`src/rtl/intr_arb_pkg.sv`:
```
package intr_arb_pkg;
  localparam int NUM_SRC   = 21;
  localparam int NUM_VEC   = 10;
  localparam int ADDR_W    = 16;
  localparam int VEC_BASE  = 3;
  localparam int VEC_STEP  = 8;
  localparam int TOP_SLOTS = 2;   // vectors below this index may take the top level

  typedef logic [1:0] lvl_t;
  localparam lvl_t LVL_NONE = 2'd0;
  localparam lvl_t LVL_L    = 2'd1;
  localparam lvl_t LVL_H    = 2'd2;
  localparam lvl_t LVL_X    = 2'd3;

  typedef struct packed {
    logic grant;
    logic retire;
  } ctl_strobe_t;

  // number of sources folded onto each vector
  function automatic int groupSize(input int v);
    case (v)
      2, 7, 8, 9: return 3;
      3, 5, 6:    return 2;
      default:    return 1;
    endcase
  endfunction

  // vector that owns source s
  function automatic int srcGroup(input int s);
    int acc = 0;
    for (int v = 0; v < NUM_VEC; v++) begin
      acc += groupSize(v);
      if (s < acc) return v;
    end
    return NUM_VEC - 1;
  endfunction
endpackage

```
`src/rtl/intr_arb_dp.sv`:
```
module intr_arb_dp
  import intr_arb_pkg::*;
#(
  parameter int NSRC  = NUM_SRC,
  parameter int NVEC  = NUM_VEC,
  parameter int AW    = ADDR_W,
  parameter int BASE  = VEC_BASE,
  parameter int STEP  = VEC_STEP,
  parameter int NTOP  = TOP_SLOTS
) (
  input  logic            clk,
  input  logic            rstN,
  input  logic [NSRC-1:0] srcReq,
  input  logic [NSRC-1:0] srcEn,
  input  logic [NVEC-1:0] vecLvlHi,
  input  ctl_strobe_t     strobe,
  output lvl_t            winLvl,
  output logic [AW-1:0]   irqVec
);
  localparam int IDX_W = $clog2(NVEC);

  logic [NSRC-1:0] maskedReq;
  logic [NVEC-1:0] vecPend;
  lvl_t            vecLvl [NVEC];
  logic [IDX_W-1:0] winIdx;

  assign maskedReq = srcReq & srcEn;

  always_comb begin
    vecPend = '0;
    for (int s = 0; s < NSRC; s++)
      vecPend[srcGroup(s)] = vecPend[srcGroup(s)] | maskedReq[s];
  end

  for (genvar v = 0; v < NVEC; v++) begin : g_lvl
    localparam lvl_t UPPER = (v < NTOP) ? LVL_X : LVL_H;
    assign vecLvl[v] = !vecPend[v] ? LVL_NONE : (vecLvlHi[v] ? UPPER : LVL_L);
  end

  // scan downward with >= so the lowest index wins a tie
  always_comb begin
    winLvl = LVL_NONE;
    winIdx = '0;
    for (int v = NVEC - 1; v >= 0; v--) begin
      if (vecLvl[v] != LVL_NONE && vecLvl[v] >= winLvl) begin
        winLvl = vecLvl[v];
        winIdx = IDX_W'(v);
      end
    end
  end

  always_ff @(posedge clk or negedge rstN) begin
    if (!rstN)
      irqVec <= '0;
    else if (strobe.grant)
      irqVec <= AW'(BASE) + AW'(STEP) * AW'(winIdx);
  end
endmodule

```
`src/rtl/intr_arb_ctl.sv`:
```
module intr_arb_ctl
  import intr_arb_pkg::*;
(
  input  logic        clk,
  input  logic        rstN,
  input  lvl_t        winLvl,
  input  logic        cpuAck,
  input  logic        cpuRet,
  output logic        irqReq,
  output ctl_strobe_t strobe,
  output logic [2:0]  inSvc
);
  lvl_t curLvl;

  always_comb begin
    if (inSvc[2])      curLvl = LVL_X;
    else if (inSvc[1]) curLvl = LVL_H;
    else if (inSvc[0]) curLvl = LVL_L;
    else               curLvl = LVL_NONE;
  end

  assign irqReq        = winLvl > curLvl;
  assign strobe.grant  = cpuAck && irqReq && !cpuRet;
  assign strobe.retire = cpuRet;

  always_ff @(posedge clk or negedge rstN) begin
    if (!rstN) begin
      inSvc <= '0;
    end else if (strobe.retire) begin
      if (inSvc[2])      inSvc[2] <= 1'b0;
      else if (inSvc[1]) inSvc[1] <= 1'b0;
      else if (inSvc[0]) inSvc[0] <= 1'b0;
    end else if (strobe.grant) begin
      inSvc[winLvl - 2'd1] <= 1'b1;
    end
  end
endmodule

```
`src/rtl/intr_arb_top.sv`:
```
module intr_arb_top
  import intr_arb_pkg::*;
(
  input  logic               clk,
  input  logic               rstN,
  input  logic [NUM_SRC-1:0] srcReq,
  input  logic [NUM_SRC-1:0] srcEn,
  input  logic [NUM_VEC-1:0] vecLvlHi,
  input  logic               cpuAck,
  input  logic               cpuRet,
  output logic               irqReq,
  output logic [ADDR_W-1:0]  irqVec
);
  ctl_strobe_t strobe;
  lvl_t        winLvl;
  logic [2:0]  inSvc;

  intr_arb_dp u_dp (
    .clk(clk), .rstN(rstN), .srcReq(srcReq), .srcEn(srcEn),
    .vecLvlHi(vecLvlHi), .strobe(strobe), .winLvl(winLvl), .irqVec(irqVec)
  );

  intr_arb_ctl u_ctl (
    .clk(clk), .rstN(rstN), .winLvl(winLvl), .cpuAck(cpuAck),
    .cpuRet(cpuRet), .irqReq(irqReq), .strobe(strobe), .inSvc(inSvc)
  );
endmodule

```
`config.mk`:
```
export PLATFORM = sky130hd
export DESIGN_NAME = intr_arb_top
export DESIGN_NICKNAME = d
export VERILOG_FILES = /design/src/rtl/intr_arb_pkg.sv /design/src/rtl/intr_arb_dp.sv /design/src/rtl/intr_arb_ctl.sv /design/src/rtl/intr_arb_top.sv
export SDC_FILE = /design/constraint.sdc
export NUM_CORES = 1
export LEC_CHECK = 0
export BUFFER_PORTS_ARGS = -buffer_cell sky130_fd_sc_hd__buf_2
export CORE_UTILIZATION = 42
export CTS_CLUSTER_SIZE = 12
export DETAILED_ROUTE_END_ITERATION = 12
export GPL_TIMING_DRIVEN = 0
export PLACE_DENSITY = 0.86
export SLEW_MARGIN = 20
export SYNTH_ARGS = -nofsm -noshare
export SYNTH_HDL_FRONTEND = slang
export SYNTH_SLANG_ARGS = --single-unit
```
`constraint.sdc`:
```
create_clock -name clk -period 11.1 [get_ports clk]
set_clock_uncertainty 0.05 [all_clocks]
set_input_delay 0.555 -clock clk [delete_from_list [all_inputs] [get_ports clk]]
set_output_delay 0.555 -clock clk [all_outputs]
set_load 0.02 [all_outputs]
```
# Word level (Yosys, flattened, before mapping)
# Cells that the tools add are included.
dict set report classes {
  add_sub_neg 2
  magnitude_cmp 13
  n_eq_ne 2
  mux 49
  bitwise 13
  n_reduce_logical 27
}
# cell count
set ops {}
lappend ops {{$mux 2} 33}
lappend ops {{$mux 4} 10}
lappend ops {{$reduce_bool 2->1} 11}
lappend ops {{$and 21x21->21} 1}
lappend ops {{$ge 2x2->1} 9}
lappend ops {{$logic_and 1x1->1} 13}
lappend ops {{$or 1x1->1} 11}
lappend ops {{$add 2x7->8 const A} 1}
lappend ops {{$mux 3} 2}
lappend ops {{$ge 2x1->1 const B} 2}
lappend ops {{$ne 2x2->1 const B} 2}
lappend ops {{$lt 2x3->1 const B} 1}
lappend ops {{$mux 1} 3}
lappend ops {{$or 3x3->3} 1}
lappend ops {{$reduce_and 3->1} 1}
lappend ops {{$demux 1 s2} 1}
lappend ops {{$gt 2x2->1} 1}
lappend ops {{$reduce_and 2->1} 1}
lappend ops {{$sub 2x1->2 const B} 1}
lappend ops {{$logic_not 1->1} 1}
dict set report word_totals {
  regBits 19
  input_bits 56
  word_cells 110
}

# Longest topological paths before layout
# Gate-level depths: netlist of the first run.
dict set report logic_depth {
  ltp_word 42
  ltp_mapped 61
  ltp_nobuf 61
}

# By module
# Synthesis of the first run repeated with hierarchy kept, for this count alone.
dict set report unflattened {
  cells_unflattened 203
  area_unflattened_um2 1483.9
}
# mod instances cells_each area_per_inst_um2 seq_area_each_um2
set modules_own_cells {}
lappend modules_own_cells {intr_arb_dp 1 178 1261.2 125.1}
lappend modules_own_cells {intr_arb_ctl 1 25 222.7 75.1}

# Worst setup path after synthesis of the first run
# Ideal clock, no wire load.
dict set report synth_timing {
  path_type {input port to flip-flop}
  from {input srcReq[15]}
  to {register u_dp.irqVec[5]}
  setup_time_ns 0.096
  arrival_ns 11.828
  required_time_ns 10.954
  slack_ns -0.874
  path_stages 59
  n_path_buf 0
  cell_sequence {a222oi_1 -> or2_2 -> ha_1 -> nand2b_1 -> a21oi_1 -> nor2_1 -> o21a_1 -> ha_1 -> nand2b_1 -> a21oi_1 -> o32a_1 -> a21o_1 -> inv_1 -> ha_1 -> nand2b_1 -> a21oi_1 -> nor2_1 -> a211o_1 -> (+23 left out) -> o41ai_2 -> ha_1 -> nand2b_1 -> maj3_4 -> a21o_1 -> ha_1 -> nand2b_1 -> o21ai_0 -> nor2_1 -> a21o_1 -> a211oi_2 -> ha_1 -> nand2_1 -> o21ai_0 -> inv_1 -> nand3b_1 -> a211o_1 -> o31ai_1}
}
dict set report synth_via {
  elab_chain_len 34
  word_cells_on_any_way 45
  cone_classes {1 x add/sub; 10 x order compare; 19 x mux; 3 x bitwise; 12 x reduce/logical}
}
# element line
set synth_rtl {}
lappend synth_rtl {{start: declaration} intr_arb_top.sv:6} ;# input logic [NUM_SRC-1:0] srcReq,
lappend synth_rtl {{$and 21x21->21 (*)} intr_arb_dp.sv:27} ;# assign maskedReq = srcReq & srcEn;
lappend synth_rtl {{$or 1x1->1 (*) (2 in a row)} intr_arb_dp.sv:32} ;# vecPend[srcGroup(s)] = vecPend[srcGroup(s)] | maskedReq[s];
lappend synth_rtl {{$mux 2 (*)} intr_arb_dp.sv:37} ;# assign vecLvl[v] = !vecPend[v] ? LVL_NONE : (vecLvlHi[v] ? UPPER : LVL_L);
lappend synth_rtl {{$ge 2x2->1 or $reduce_bool 2->1 (tied branches)} intr_arb_dp.sv:45} ;# if (vecLvl[v] != LVL_NONE && vecLvl[v] >= winLvl) begin
lappend synth_rtl {{$logic_and 1x1->1} intr_arb_dp.sv:45}
lappend synth_rtl {{$mux 2 (*)} intr_arb_dp.sv:45}
lappend synth_rtl {{$ge 2x2->1} intr_arb_dp.sv:45}
lappend synth_rtl {{$logic_and 1x1->1} intr_arb_dp.sv:45}
lappend synth_rtl {{(+17 left out)} --}
lappend synth_rtl {{$logic_and 1x1->1} intr_arb_dp.sv:45}
lappend synth_rtl {{$mux 2 (*)} intr_arb_dp.sv:45}
lappend synth_rtl {{$ge 2x2->1} intr_arb_dp.sv:45}
lappend synth_rtl {{$logic_and 1x1->1} intr_arb_dp.sv:45}
lappend synth_rtl {{$mux 2 (*)} intr_arb_dp.sv:45}
lappend synth_rtl {{$gt 2x2->1 (*)} intr_arb_ctl.sv:22} ;# assign irqReq = winLvl > curLvl;
lappend synth_rtl {{net irqReq} intr_arb_top.sv:11} ;# output logic irqReq,
lappend synth_rtl {{$logic_and 1x1->1 (*) (2 in a row)} intr_arb_ctl.sv:23} ;# assign strobe.grant = cpuAck && irqReq && !cpuRet;
lappend synth_rtl {{end signal: assignment} intr_arb_dp.sv:56} ;# irqVec <= AW'(BASE) + AW'(STEP) * AW'(winIdx);
lappend synth_rtl {{end: declaration} intr_arb_dp.sv:18} ;# output logic [AW-1:0] irqVec
# Mark *: on every way through the listed nets, which the timed path passes. The rest lies on a longest branch.
# A chain may end at the register's enable or synchronous reset.

# Worst setup path in the final report of the first run
dict set report layout_timing {
  from {input srcEn[15]}
  to {output irqReq}
}
dict set report layout_via {
  elab_chain_len 32
  word_cells_on_any_way 33
  cone_classes {10 x order compare; 10 x mux; 3 x bitwise; 10 x reduce/logical}
}
# element line
set layout_rtl {}
lappend layout_rtl {{start: declaration} intr_arb_top.sv:7} ;# input logic [NUM_SRC-1:0] srcEn,
lappend layout_rtl {{$and 21x21->21 (*)} intr_arb_dp.sv:27}
lappend layout_rtl {{$or 1x1->1 (*) (2 in a row)} intr_arb_dp.sv:32}
lappend layout_rtl {{$mux 2 (*)} intr_arb_dp.sv:37}
lappend layout_rtl {{$ge 2x2->1 or $reduce_bool 2->1 (tied branches)} intr_arb_dp.sv:45}
lappend layout_rtl {{$logic_and 1x1->1} intr_arb_dp.sv:45}
lappend layout_rtl {{$mux 2 (*)} intr_arb_dp.sv:45}
lappend layout_rtl {{$ge 2x2->1} intr_arb_dp.sv:45}
lappend layout_rtl {{$logic_and 1x1->1} intr_arb_dp.sv:45}
lappend layout_rtl {{(+15 left out)} --}
lappend layout_rtl {{$mux 2 (*)} intr_arb_dp.sv:45}
lappend layout_rtl {{$ge 2x2->1} intr_arb_dp.sv:45}
lappend layout_rtl {{$logic_and 1x1->1} intr_arb_dp.sv:45}
lappend layout_rtl {{$mux 2 (*)} intr_arb_dp.sv:45}
lappend layout_rtl {{$ge 2x2->1} intr_arb_dp.sv:45}
lappend layout_rtl {{$logic_and 1x1->1} intr_arb_dp.sv:45}
lappend layout_rtl {{$mux 2 (*)} intr_arb_dp.sv:45}
lappend layout_rtl {{$gt 2x2->1 (*)} intr_arb_ctl.sv:22}
lappend layout_rtl {{end: declaration} intr_arb_top.sv:11}
# Mark *: on every way between the ends. The rest lies on a longest branch, timed or not.

==> results of run 1 <==
[kinds of logic (layout without fill, tap and decap cells)]
kind of cell	after synthesis	count (layout)	synth area share
simple gates	68	68	0.2696
compound gates	60	60	0.3209
buf+inv	23	130	0.08869
fa+ha+maj	18	18	0.1574
flops	8	8	0.1391
mux	3	3	0.02174
other cells	1	10	0.002606
[final timing paths]
kind / endpoint / slack [ns] / depth (start not counted)
min: u_ctl.inSvc[0]$_DFFE_PN0P_ / 0.07 / 1
min reg2reg: u_dp.irqVec[4]$_DFFE_PN0P_ / 0.42 / 2
min in group clk: u_dp.irqVec[4]$_DFFE_PN0P_ / 0.42 / 2
max in group asynchronous: u_dp.irqVec[4]$_DFFE_PN0P_ / 10.76 / 1
max: irqReq / -0.40 / 59
max reg2reg: u_ctl.inSvc[0]$_DFFE_PN0P_ / 8.93 / 10
[repair_timing]
action                                  4_1_cts  5_1_grt
setup buffers                                29       13
gates resized for setup                      12       23
pin swaps                                    31       19
endpoints found under the setup margin        9        9
[metrics by stage]
step / utilization / area, sq um / worst slack, ns / power (mW) / std cells
floorplan: - / 1633 / -0.2981 / 0.2820 / 190
global placement: 0.6337 / 1998 / -1.245 / 0.3310 / 296
detailed placement: 0.6337 / 1998 / -1.401 / 0.3380 / 296
CTS: 0.7317 / 2307 / -0.1454 / 0.4339 / 328
global route: 0.7937 / 2502 / -0.8978 / 0.5519 / 341
finish: 0.7937 / 2502 / -0.3996 / 0.5184 / 341
[cell usage in the layout (no fill, tap or decap), types with 6 or more instances in the layout]
cell      count
inv_1         7
nor2_1        6
nand2b_4      7
or2_2         8
conb_1       10
ha_1         13
dfrtp_1       8
nand2_1       9
nor2b_1       7
buf_4        51
buf_2        59
[state kept, by name, summed over array words and instances (netlist names)]
signal / flops
u_dp.irqVec: 5
u_ctl.inSvc: 3
[worst max-delay path, delay by kind of cell]
kind / cells / cell delay [ns]
buf+inv: 7 / 0.63
mux: 2 / 0.57
compound gates: 20 / 3.23
simple gates: 19 / 2.85
fa+ha+maj: 11 / 3.01
[per-layer routing]
layer	global-route usage	share of wire	wire length, microns
met1	0.2620	0.38	1952
met2	0.4678	0.51	2666
met3	0.02345	0.056	293
met4	0.1526	0.055	285
met5	0	0	0
[where the power goes]
group          total, mW  internal [mW]  switching, mW
Combinational      0.448          0.230          0.218
Sequential        0.0471         0.0398        0.00730
Clock             0.0235         0.0125         0.0110
[cell type report]
| cell class | instances | area (sq um) | share of cell area |
|---|---|---|---|
| Clock buffer | 3 | 22.52 | 0.009000 |
| Timing Repair Buffer | 104 | 651.9 | 0.2605 |
| Sequential cell | 8 | 200.2 | 0.08000 |
| Inverter | 11 | 41.29 | 0.01650 |
| Tap cell | 44 | 55.05 | 0.02200 |
| Multi-Input combinational cell | 159 | 1445 | 0.5775 |
| Buffer | 12 | 86.33 | 0.03450 |
==> impl_metrics.csv, run 1 <==
group,metric,value,unit
run_status,outcome,"finished with violations",
run_status,failed_checks,"negative setup slack",
global_routing,track_usage,0.2475,
cts,cts_buffers,3,
drt,drc_errors,0,
setup_path,critPathSlowestCell,"or3_4",
timing,fmax,86.96,MHz
timing,worstMarginPinSlew,1.068,ns
die,core,3153,sq um
setup_path,crit_arrival,10.89,ns
global_routing,gr-total-overflow,0,
setup_path,worstSetupEndpointType,"output pin",
die,dieArea,3664,sq um
global_routing,grt_first_pass_wirelength,6913,microns
global_routing,antenna_found_initial,0,
setup_path,cp_max_fo,4,
pwr,peakVddDrop,150.5,uV
cts,root_buffer,"clkbuf_4",
timing,hold_viol_final,0,
logic_synthesis,asyncSetResetFlopFracSynth,1.000,
timing,rsz0062_at_grt,"true",
setup_path,path_class,"in -> out",
cts,worstSkewPairLatency,0.26,ns
global_routing,grt_pass1_vias,1731,
cts,cts_tree,"yes",
hold_path,hold_path_class,"in -> async",
logic_synthesis,ys_top_cells_by_count,"ha_1 (17), nor2_1 (12), buf_4 (11), inv_1 (11), nand2_1 (11)",
logic_synthesis,synth.most_common_cell,"ha_1",
logic_synthesis,yosysTopAreaCellShare,0.1478,
die,io-pin-count,73,
drt,final_antenna_net_count,0,
pwr,power.density,207.2,nW/um^2
logic_synthesis,yosys.area.top_type,"ha_1",
setup_path,startpoint_type,"primary input",
timing,finalCritPeriodShare,1.036,
setup_path,r2r_start,"u_ctl.inSvc[2]$_DFFE_PN0P_",
cells_and_area,nNetsFinal,372,
cts,hold_buffers,0,
logic_synthesis,avgSynthCellArea,7.950,sq um
place,numPortBuffers,62,
logic_synthesis,synthTopCellsByArea,"ha_1 (15%), dfrtp_1 (14%), buf_4 (5.7%)",
timing,slew_viol_final,0,
die,die_w,60.53,microns
drt,first_pass_iters,5,
drt,drt_wl_total,5198,microns
setup_path,cp_slowest_stage_delay,0.41,ns
setup_path,required,10.50,ns
timing,max-slew-margin-rel,0.2882,
logic_synthesis,synth_seq_cells,8,
drt,drtIter0Drc,132,
logic_synthesis,synthCells,181,
setup_path,crit_path_start,"srcEn[15]",
job,cap_violations,0,
timing,period_minus_slack,11.50,ns
logic_synthesis,syn_area,1439,sq um
logic_synthesis,yosys_warnings,0,
place,place_hpwl,2854,microns
drt,vias_per_cell,5.566,
cts,clkTransAtPathRegs,0.06,ns
logic_synthesis,synth_edf_count,0,
cells_and_area,antennaDiodeCount,0,
timing,whs,0.07446,ns
cts,cts_num_sinks,8,
place,gp_congestion,0.8209,
die,initial_core_util,0.4563,
timing,setup_tns,-2.809,ns
timing,finalSetupViolations,9,
logic_synthesis,synthDistinctLibCells,49,
die,die_h,60.53,microns
logic_synthesis,synth-seq-area-share,0.1391,
cts,cts_max_level,1,
logic_synthesis,yosys_most_used_dff,"dfrtp_1",
cells_and_area,drive_gt1_frac,0.6162,
pwr,p_leak,1.243,nW
drt,via_count,1898,
die,row_count,20,
global_routing,grt_max_degree,9,
cts,cts_buffer_depth,2,
cells_and_area,fillCellCount,236,
cells_and_area,syn_to_final_growth,73.91,%
drt,wl_per_cell,15.24,microns
timing,layout_setup_ws,-0.3996,ns
(Power assumes the default switching activity.)
==> run 2: changes to the inputs <==
--- a/config.mk
+++ b/config.mk
@@ -10,8 +10,9 @@
 export CTS_CLUSTER_SIZE = 12
 export DETAILED_ROUTE_END_ITERATION = 12
 export GPL_TIMING_DRIVEN = 0
-export PLACE_DENSITY = 0.86
+export PLACE_DENSITY = 0.85
 export SLEW_MARGIN = 20
 export SYNTH_ARGS = -nofsm -noshare
 export SYNTH_HDL_FRONTEND = slang
+export SYNTH_HIERARCHICAL = 1
 export SYNTH_SLANG_ARGS = --single-unit
==> run 2 against run 1 <==
Net effect:
- the flow now finishes without violations
- maximum frequency increased by 3.8%
- via count rose by 0.42%
- wire length is 5.4% lower
- clock power shrank 9.4%
- combinational power up 2%
- clock-buffer cell count unchanged
- sequential power is 6.6% lower
==> impl_metrics.csv, run 2 <==
group,metric,value,unit
timing,rsz0062_at_grt,"true",
setup_path,critPathSlowestCell,"or3_4",
setup_path,regToRegSetupSlack,9.17,ns
place,numPortBuffers,62,
cts,hold_buffers,0,
drt,wl_per_cell,13.85,microns
logic_synthesis,syn_area,1476,sq um
global_routing,grt_pass1_vias,1646,
pwr,power.density,197.7,nW/um^2
drt,vias_per_cell,5.369,
cells_and_area,fillCellCount,230,
cts,cts_tree,"yes",
place,place_hpwl,2791,microns
drt,drtIter0Drc,83,
place,placed_area,1893,sq um
die,dieArea,3756,sq um
pwr,p_leak,1.297,nW
setup_path,worstSetupEndpointType,"output pin",
cells_and_area,final_cell_area,2638,sq um
cts,cts_buffer_depth,2,
die,initial_core_util,0.4390,
cts,root_buffer,"clkbuf_4",
setup_path,cp_max_fo,4,
run_status,outcome,"completed",
cells_and_area,nNetsFinal,387,
cts,cts_buffers,3,
cells_and_area,largest_reg_flops,5,
cells_and_area,reg_top3,"u_dp/irqVec: 5 flops, u_ctl/inSvc: 3 flops",
setup_path,startpoint_type,"primary input",
die,row_count,21,
drt,first_pass_iters,4,
timing,finalCritPeriodShare,0.9979,
cts,cts_max_level,1,
timing,worstMarginPinSlew,0.8989,ns
setup_path,path_common_cell,"nand2b_4",
logic_synthesis,synthCells,202,
drt,drt_wl_total,4918,microns
cts,clkTransAtPathRegs,0.05,ns
timing,period_minus_slack,11.08,ns
hold_path,hold_path_class,"in -> async",
die,io-pin-count,73,
drt,drc_errors,0,
cts,worstSkewPairLatency,0.24,ns
timing,fmax,90.28,MHz
timing,max-slew-margin-rel,0.4007,
setup_path,path_delay_family,"simple AND/OR/NAND/NOR gates",
die,core,3363,sq um
global_routing,grt_max_degree,10,
job,cap_violations,0,
place,gp_congestion,0.8123,
setup_path,path_class,"in -> out",
cts,cts_num_sinks,8,
setup_path,crit_arrival,10.47,ns
setup_path,cp_slowest_stage_delay,0.35,ns
global_routing,track_usage,0.2079,
pwr,peakVddDrop,88.34,uV
cells_and_area,seqCellArea,200.2,sq um
drt,via_count,1906,
global_routing,grt_first_pass_wirelength,6051,microns
timing,hold_viol_final,0,
timing,slew_viol_final,0,
timing,setup_tns,0,ns
cells_and_area,syn_to_final_growth,78.64,%
die,die_h,61.29,microns
drt,final_antenna_net_count,0,
timing,finalSetupViolations,0,
global_routing,antenna_found_initial,0,
cells_and_area,regMostFlops,"u_dp/irqVec",
global_routing,gr-total-overflow,0,
die,die_w,61.29,microns
cells_and_area,postLayoutCoreUtil,0.7842,
cells_and_area,final_common_cell,"buf_2",
setup_path,path_buf_inv,7,
cells_and_area,antennaDiodeCount,0,
cells_and_area,drive_gt1_frac,0.6117,
logic_synthesis,avgSynthCellArea,7.309,sq um
cells_and_area,layout_common_cells,"buf_2 (59), buf_4 (46), inv_1 (15)",
cells_and_area,multi_input_area,1602,sq um
setup_path,required,10.50,ns
logic_synthesis,yosys_warnings,6,
==> run 2: repair_timing <==
action | CTS | global route
setup endpoints to repair | 9 | 9
pin swaps | 23 | 33
resized for setup | 21 | 66
buffers inserted | 23 | 13
==> run 2: final cells by class <==
type / instances / share of cell area
Inverter: 18 / 0.02657
Buffer: 11 / 0.03131
Tap cell: 46 / 0.02182
Sequential cell: 8 / 0.07590
Multi-Input combinational cell: 171 / 0.6072
Clock buffer: 3 / 0.008539
Timing Repair Buffer: 98 / 0.2287
==> run 2: worst paths after layout <==
check,cells after the start,startpoint,to
max,61,srcReq[18],irqReq
min,1,rstN,u_dp/irqVec[3]$_DFFE_PN0P_
max reg2reg,7,u_ctl/inSvc[1]$_DFFE_PN0P_,u_dp/irqVec[1]$_DFFE_PN0P_
min reg2reg,1,u_dp/irqVec[1]$_DFFE_PN0P_,u_dp/irqVec[1]$_DFFE_PN0P_
max in group asynchronous,1,rstN,u_dp/irqVec[1]$_DFFE_PN0P_
min in group clk,1,u_dp/irqVec[1]$_DFFE_PN0P_,u_dp/irqVec[1]$_DFFE_PN0P_
==> run 2: per-stage QoR <==
| step | instances | power (mW) | hold slack (ns) | worst slack, ns |
|---|---|---|---|---|
| 6_report | 355 | 0.5213 | 0.08664 | 0.02363 |
| 5_1_grt | 355 | 0.5609 | 0.08895 | -0.4424 |
| 4_1_cts | 343 | 0.3842 | 0.08573 | 0.002217 |
| 3_5_place_dp | 319 | 0.3069 | 0.3513 | -1.415 |
| 3_3_place_gp | 319 | 0.2975 | 0.3480 | -1.082 |
| 2_1_floorplan | 211 | 0.2477 | 0.2094 | 0.007829 |
==> run 2: power by group <==
part | internal [mW] | switching [mW] | total (mW)
registers | 0.0383 | 0.00564 | 0.0440
clock network | 0.0123 | 0.00896 | 0.0213
logic | 0.230 | 0.226 | 0.456
==> run 2: routing by layer <==
metal	vias to the layer above	global-route usage	part of all wire
met5	-	0	0
met4	0	0.04870	0.022
met3	12	0.01891	0.039
met2	64	0.4224	0.58
met1	905	0.2276	0.35
li1	925	-	-
